===== src/rtl/mpu_bus_pkg.sv =====
// Package: shared types for the host bus front end.
// Assumes nothing beyond the encodings defined here.
package mpu_bus_pkg;

    // Timing style of the host bus, set by a static pin.
    typedef enum logic {
        MODE_SPLIT  = 1'b0,   // separate active-low read and write strobes
        MODE_ENABLE = 1'b1    // direction level plus active-high enable
    } bus_mode_e;

    // Control pins after synchronization.
    typedef struct packed {
        logic sel_lo_n;
        logic sel_hi;
        logic addr_dc;
        logic dir_wrn;
        logic stb_rdn;
    } ctrl_pins_t;

    localparam int CTRL_W = $bits(ctrl_pins_t);

endpackage


===== src/rtl/mpu_sync.sv =====
// Module: multi-stage synchronizer for a vector of asynchronous pins.
// Assumes each bit is independently asynchronous. The reset value 0 is
// chosen so that the synchronized chip selects read as "not selected".
module mpu_sync #(
    parameter int W      = 8,
    parameter int STAGES = 2
) (
    input  logic         clk,
    input  logic         rst_n,
    input  logic [W-1:0] d_i,
    output logic [W-1:0] q_o
);

    logic [W-1:0] stage_q [STAGES];

    for (genvar s = 0; s < STAGES; s++) begin : g_stage
        if (s == 0) begin : g_first
            // Purpose: first capture of the raw pins.
            always_ff @(posedge clk) begin
                if (!rst_n) stage_q[s] <= '0;
                else        stage_q[s] <= d_i;
            end
        end else begin : g_next
            // Purpose: further settling stage.
            always_ff @(posedge clk) begin
                if (!rst_n) stage_q[s] <= '0;
                else        stage_q[s] <= stage_q[s-1];
            end
        end
    end

    assign q_o = stage_q[STAGES-1];

endmodule


===== src/rtl/mpu_strobe_decode.sv =====
// Module: combinational decode of the synchronized control pins into
// selection, write-phase and read-phase conditions for both bus styles.
// Assumes the mode input is static while the block is selected.
module mpu_strobe_decode
    import mpu_bus_pkg::*;
(
    input  logic mode_i,
    input  logic sel_lo_n_i,
    input  logic sel_hi_i,
    input  logic dir_wrn_i,
    input  logic stb_rdn_i,
    output logic sel_o,
    output logic wr_on_o,
    output logic wr_level_o,
    output logic rd_on_o
);

    bus_mode_e mode;

    assign mode  = bus_mode_e'(mode_i);
    assign sel_o = !sel_lo_n_i && sel_hi_i;

    // Purpose: map the two pins onto write/read phases per bus style.
    always_comb begin
        if (mode == MODE_SPLIT) begin
            wr_level_o = !dir_wrn_i;
            wr_on_o    = sel_o && !dir_wrn_i;
            rd_on_o    = sel_o && !stb_rdn_i;
        end else begin
            wr_level_o = stb_rdn_i;
            wr_on_o    = sel_o && stb_rdn_i && !dir_wrn_i;
            rd_on_o    = sel_o && stb_rdn_i && dir_wrn_i;
        end
    end

endmodule


===== src/rtl/mpu_write_capture.sv =====
// Module: tracks a write phase and, when its strobe ends while still
// selected, emits one pulse with the byte and flag held during the phase.
// Assumes the byte and flag are stable for the last cycle of the phase.
module mpu_write_capture #(
    parameter int DATA_W = 8
) (
    input  logic              clk,
    input  logic              rst_n,
    input  logic              sel_i,
    input  logic              wr_on_i,
    input  logic              wr_level_i,
    input  logic              dc_i,
    input  logic [DATA_W-1:0] data_i,
    output logic              stb_o,
    output logic              dc_o,
    output logic [DATA_W-1:0] byte_o
);

    logic              pend_q;
    logic              hold_dc_q;
    logic [DATA_W-1:0] hold_byte_q;
    logic              done;

    assign done = pend_q && sel_i && !wr_level_i;

    // Purpose: remember an open write; losing the select aborts it.
    always_ff @(posedge clk) begin
        if (!rst_n) pend_q <= 1'b0;
        else        pend_q <= sel_i && (wr_on_i || (pend_q && wr_level_i));
    end

    // Purpose: keep the latest byte and flag seen during the write phase.
    always_ff @(posedge clk) begin
        if (!rst_n) begin
            hold_dc_q   <= 1'b0;
            hold_byte_q <= '0;
        end else if (wr_on_i) begin
            hold_dc_q   <= dc_i;
            hold_byte_q <= data_i;
        end
    end

    // Purpose: present the completed write for exactly one cycle.
    always_ff @(posedge clk) begin
        if (!rst_n) begin
            stb_o  <= 1'b0;
            dc_o   <= 1'b0;
            byte_o <= '0;
        end else begin
            stb_o <= done;
            if (done) begin
                dc_o   <= hold_dc_q;
                byte_o <= hold_byte_q;
            end
        end
    end

endmodule


===== src/rtl/mpu_read_drive.sv =====
// Module: drives read data while a read phase lasts, sampling the
// internal port once when the phase begins.
// Assumes the internal port is valid at the start of the phase.
module mpu_read_drive #(
    parameter int DATA_W = 8
) (
    input  logic              clk,
    input  logic              rst_n,
    input  logic              rd_on_i,
    input  logic [DATA_W-1:0] rd_data_i,
    output logic              oe_o,
    output logic [DATA_W-1:0] dout_o
);

    logic              oe_q;
    logic [DATA_W-1:0] snap_q;

    // Purpose: follow the read phase and take a snapshot at its start.
    always_ff @(posedge clk) begin
        if (!rst_n) begin
            oe_q   <= 1'b0;
            snap_q <= '0;
        end else begin
            oe_q <= rd_on_i;
            if (rd_on_i && !oe_q) snap_q <= rd_data_i;
        end
    end

    assign oe_o   = oe_q;
    assign dout_o = oe_q ? snap_q : '0;

endmodule


===== src/rtl/mpu_bus_if.sv =====
// Module: top of the dual-style host bus front end.
// Assumes all bus pins are asynchronous and bus_mode_i is static.
// Latency from a pin to a result is SYNC_STAGES + 1 clock edges.
module mpu_bus_if
    import mpu_bus_pkg::*;
#(
    parameter int DATA_W      = 8,
    parameter int SYNC_STAGES = 2
) (
    input  logic              clk,
    input  logic              rst_n,
    input  logic              bus_mode_i,
    input  logic              sel_lo_n_i,
    input  logic              sel_hi_i,
    input  logic              addr_dc_i,
    input  logic              dir_wrn_i,
    input  logic              stb_rdn_i,
    input  logic [DATA_W-1:0] bus_d_i,
    output logic [DATA_W-1:0] bus_d_o,
    output logic              bus_d_oe,
    input  logic [DATA_W-1:0] rd_data_i,
    output logic              wr_stb_o,
    output logic              wr_is_data_o,
    output logic [DATA_W-1:0] wr_byte_o
);

    localparam int PIN_W = CTRL_W + DATA_W;

    ctrl_pins_t        raw_ctrl;
    ctrl_pins_t        syn_ctrl;
    logic [DATA_W-1:0] syn_data;
    logic              sel;
    logic              wr_on;
    logic              wr_level;
    logic              rd_on;

    assign raw_ctrl = '{sel_lo_n: sel_lo_n_i, sel_hi: sel_hi_i,
                        addr_dc: addr_dc_i, dir_wrn: dir_wrn_i,
                        stb_rdn: stb_rdn_i};

    mpu_sync #(.W(PIN_W), .STAGES(SYNC_STAGES)) u_sync (
        .clk   (clk),
        .rst_n (rst_n),
        .d_i   ({raw_ctrl, bus_d_i}),
        .q_o   ({syn_ctrl, syn_data})
    );

    mpu_strobe_decode u_decode (
        .mode_i     (bus_mode_i),
        .sel_lo_n_i (syn_ctrl.sel_lo_n),
        .sel_hi_i   (syn_ctrl.sel_hi),
        .dir_wrn_i  (syn_ctrl.dir_wrn),
        .stb_rdn_i  (syn_ctrl.stb_rdn),
        .sel_o      (sel),
        .wr_on_o    (wr_on),
        .wr_level_o (wr_level),
        .rd_on_o    (rd_on)
    );

    mpu_write_capture #(.DATA_W(DATA_W)) u_write (
        .clk        (clk),
        .rst_n      (rst_n),
        .sel_i      (sel),
        .wr_on_i    (wr_on),
        .wr_level_i (wr_level),
        .dc_i       (syn_ctrl.addr_dc),
        .data_i     (syn_data),
        .stb_o      (wr_stb_o),
        .dc_o       (wr_is_data_o),
        .byte_o     (wr_byte_o)
    );

    mpu_read_drive #(.DATA_W(DATA_W)) u_read (
        .clk       (clk),
        .rst_n     (rst_n),
        .rd_on_i   (rd_on),
        .rd_data_i (rd_data_i),
        .oe_o      (bus_d_oe),
        .dout_o    (bus_d_o)
    );

endmodule


===== config.mk =====
export PLATFORM = sky130hd
export DESIGN_NAME = mpu_bus_if
export DESIGN_NICKNAME = d
export VERILOG_FILES = /design/src/rtl/mpu_bus_pkg.sv /design/src/rtl/mpu_sync.sv /design/src/rtl/mpu_strobe_decode.sv /design/src/rtl/mpu_write_capture.sv /design/src/rtl/mpu_read_drive.sv /design/src/rtl/mpu_bus_if.sv
export SDC_FILE = /design/constraint.sdc
export NUM_CORES = 1
export LEC_CHECK = 0
export ABC_AREA = 1
export BUFFER_PORTS_ARGS = -buffer_cell sky130_fd_sc_hd__buf_2
export CAP_MARGIN = 20
export CORE_ASPECT_RATIO = 1.1
export CORE_UTILIZATION = 52
export DETAILED_ROUTE_END_ITERATION = 10
export PLACE_DENSITY = 0.84
export SYNTH_ARGS = -nofsm -noshare
export SYNTH_HDL_FRONTEND = slang
export SYNTH_SLANG_ARGS = --single-unit

===== constraint.sdc =====
create_clock -name clk -period 1.5 [get_ports clk]
set_clock_uncertainty 0.2 [all_clocks]
set_input_delay 0.375 -clock clk [delete_from_list [all_inputs] [get_ports clk]]
set_output_delay 0.375 -clock clk [all_outputs]
set_load 0.03 [all_outputs]

======== Yosys cells after proc, flatten, opt, wreduce, memory -nomap -nowiden ========
Memories as Yosys holds them, arrays and structs flattened.
Cells that the tools add are included.
operators by class
  multiplexer cells ....................... 8
  bitwise gates (word level) .............. 2
  reductions and logical operators ........ 17
operators with widths
  kind                 count
  $mux W13             2
  $logic_and A1 B1 Y1  11
  $mux W8              1
  $logic_not A1 Y1     5
  $mux W1              5
  $or A1 B1 Y1         2
  $logic_or A1 B1 Y1   1
word-level totals
  register bits after elaboration ......... 29
  bits in writable memories ............... 26
  bits of input ports ..................... 24
  output and inout port bits .............. 19
  logic and storage cells ................. 36
  memories ................................ 1
memories
  memory          words  width  read ports  clocked after memory_dff  wr ports  line            RTL
  u_sync.stage_q  2      13     2           0                         2         mpu_sync.sv:14  logic [W-1:0] stage_q [STAGES];

======== Longest topological paths before layout ========
  word-level depth ........................ 7
  depth in mapped cells ................... 7
  gate-level depth less buffers ........... 6

======== Cells and area by module ========
A second synthesis with hierarchy kept.
second synthesis, totals
  cells, all modules ...................... 268
  area, all modules ....................... 2015.7 um^2
modules (own cells, without submodules)
  module             instances  cells each  area each (um^2)  sequential area each (um^2)
  mpu_write_capture  1          104         753.2             400.4
  mpu_sync           1          81          749.5             520.5
  mpu_read_drive     1          73          462.9             180.2
  mpu_strobe_decode  1          10          50.0              0.0

======== Least setup slack after synthesis ========
Ideal clock, no wire load.
  path type ............................... reg2out
  from .................................... register u_read.oe_q, in the netlist u_read.oe_o
  to ...................................... output bus_d_o[0]
  arrival ................................. 1.003 ns
  data required time ...................... 0.925 ns
  slack ................................... -0.078 ns
  stages on the path, launching flop included .. 4
  path buffers ............................ 1
  path through ............................ dfxtp_1 buf_2 nand2_1 inv_1
between the ends
  cells in the longest elaborated chain, start to end .. 1
RTL lines
  item                    line                  RTL
  from (decl)             mpu_read_drive.sv:15  logic oe_q;
  from (signal assigned)  mpu_read_drive.sv:24  oe_q <= rd_on_i;
  $mux W8                 mpu_read_drive.sv:30  assign dout_o = oe_q ? snap_q : '0;
  to (decl)               mpu_bus_if.sv:19      output logic [DATA_W-1:0] bus_d_o,
Every way passes these cells.

======== Final worst setup path ========
  from .................................... register u_read.oe_q, in the netlist u_read.oe_o
  to ...................................... output bus_d_o[4]
The elaborated chain is that of the path after synthesis.

==> results_dict.tcl <==
set metrics [dict create \
    status "finished with violations" \
    violations "setup timing" \
    drv_slew 0 \
    wl_per_cell_um 8.632 \
    gp_congestion 0.7468 \
    ir_drop_v 0.0007651 \
    dr.pass1.iters 4 \
    port_buffers 42 \
    fin_util_pct 65.56 \
    cts_root_buf "clkbuf_8" \
    final_antenna_net_count 0 \
    dpl.hpwl_um 2139 \
    setup_viol 9 \
    crit_fanout 10 \
    first_global_vias 1301 \
    fin_cells 351 \
    yosysUniqueCellTypes 17 \
    power_density_mw_per_mm2 1033 \
    synth_fp_nets 278 \
    track_usage_pct 18.42 \
    synth_warnings 0 \
    crit_path_end_kind "output port" \
    rows 23 \
    period_share_pct 102.7 \
    clkLatencyLatePin_ns 0.31 \
    drc 0 \
    synth_area_mm2 0.001984 \
    power_w 0.002476 \
    crit_slowest_cell "dfxtp_4" \
    hold_viol_final 0 \
    cp.depth 3 \
    netlist_instances 254 \
    min_period_ns 1.540 \
    min_path_cells 3 \
    dp_cells 342 \
    cts_max_level 2 \
    fmax_mhz 649.4 \
    via_per_inst 4.365 \
    grt_max_degree 26 \
    clk_path_buf_depth 2 \
    rsz0062_at_grt "yes" \
    yosysTopAreaCell "dfxtp_1" \
    die_h_um 66.79 \
    diodes 0 \
    initial_core_util_pct 54.30 \
    final.setup.tns_ns -0.2868 \
    finalWorstSetupSlack_ns -0.03987 \
    cp.required_ns 0.92 \
    max_stage_delay_ns 0.41 \
    worstRegToRegCells 6 \
    ys_seq_elements 55 \
    dieArea_mm2 0.004068 \
    path_buf_inv 2 \
    antenna_found_initial 0 \
    critical-path-top-delay-family "flip-flops" \
    cap_viol_max_count 0 \
    tightestPinTransition_ns 0.2172 \
    num_vias 1532 \
    overflow 0 \
    syn_area_per_cell_um2 7.813 \
    core-area_mm2 0.003655 \
    crit_type "flip-flop to output port" \
    cts_tree "yes" \
    clk_pin_slew_ns 0.09 \
    fin_nets 324 \
    slew_headroom_pct 85.52 \
    grt_pass1_wl_um 5444 \
    area_growth_pct 20.74 \
    netlist.area_leader.share_pct 55.49 \
    cts_sinks 55 \
    drt_iter0_drc 54 \
    leakage_nw 1.263 \
    crit_arrival_ns 0.96 \
    ios 43 \
    critPathLaunchType "flip-flop" \
    hp-class "input port to flip-flop" \
    yosysSeqAreaShare_pct 55.49 \
    pre_cts_ws_ns 0.06305 \
    cts_buffers 5 \
    worstPathCellList "nand2_1 -> inv_2 -> buf_6" \
    die_w_um 60.90 \
    synthTopCellsByArea "dfxtp_1, nand2_1, inv_1" \
    drt_wl_total_um 3030 \
    drive_gt1_share_pct 23.26 \
]
-- cell usage after synthesis --
master    instances
nand3_1          18
buf_4             1
nand3_2           1
buf_2             2
nand2_4           1
nor2_2            1
nor2_4            2
inv_1            51
nor2_1           20
nand2_2           2
dfxtp_1          55
nand2_1          64
nand4_1           8
o21ai_2           1
buf_6             3
clkbuf_1          5
a21oi_1          19
-- sequential cells by signal, indices dropped and copies added, names as in the netlist --
| register | flops |
|---|---|
| u_sync.stage_q | 26 |
| u_read.snap_q | 8 |
| u_write.byte_o | 8 |
| u_write.hold_byte_q | 8 |
| u_read.oe_o | 1 |
| u_write.dc_o | 1 |
| u_write.hold_dc_q | 1 |
| u_write.pend_q | 1 |
| u_write.stb_o | 1 |
-- what timing repair did --
| action | CTS | global route |
|---|---|---|
| hold buffers | 0 | 0 |
| cloned | 0 | 0 |
| gates resized for setup | 17 | 4 |
| pin swaps | 0 | 0 |
| setup endpoints to repair | 9 | 9 |
| setup buffers | 1 | 0 |
-- worst register-to-register path, delay by kind of cell (launching register included) --
kind / cells / cell delay (ns)
buffers and inverters: 2 / 0.25
DFF: 1 / 0.32
AOI/OAI and AO/OA: 1 / 0.15
and+or+nand+nor: 3 / 0.36
-- metrics by stage --
stage / area (um^2) / hold WS [ns]
2_1_floorplan: 1986 / 0.1905
3_3_place_gp: 2241 / 0.1929
3_5_place_dp: 2241 / 0.1953
4_1_cts: 2396 / 0.03270
5_1_grt: 2396 / 0.02998
6_report: 2396 / 0.04058
-- area by class of cell --
type	instances	area, um^2
clock buffer	7	86.33
clock inverter	1	8.758
fill	321	1259
inverter	51	191.4
multi-input combinational	137	621.8
sequential	55	1105
tap	50	62.56
timing repair buffer	50	320.3
-- layout by cell type (no fill, tap or decap), drive strengths merged --
master / n
a21oi: 19
buf: 50
clkbuf: 7
clkinv: 1
dfxtp: 55
inv: 51
nand2: 67
nand3: 19
nand4: 8
nor2: 23
o21ai: 1
-- final timing paths --
path	start	to	slack, ns
worst max register to register	u_sync.stage_q[1][12]	u_write.byte_o[5]	0.16
worst min register to register	u_sync.stage_q[0][0]	u_sync.stage_q[1][0]	0.22
worst max-delay path	u_read.oe_o	bus_d_o[4]	-0.04
worst min-delay path	bus_d_i[7]	u_sync.stage_q[0][7]	0.04
-- logic make-up after synthesis --
group,after synthesis,share of synthesized area [%]
compound gates,20,5.233
buf+inv,62,13.18
simple gates,117,26.10
flops,55,55.49
-- where the power goes --
part	total (W)	leakage [nW]	internal [W]	switching (W)
Clock	0.000812	0.0484	0.000378	0.000434
Sequential	0.00152	0.450	0.00150	0.0000153
Combinational	0.000148	0.764	0.0000614	0.0000864
Total	0.00248	1.26	0.00194	0.000536
-- routing by layer --
metal	share of wire, %	global-route usage (%)
met1	46	22.62
met2	46	27.61
met3	5.7	7.573
met4	2.5	8.807
met5	0	0
No activity file was read; power rests on OpenSTA's default activity.
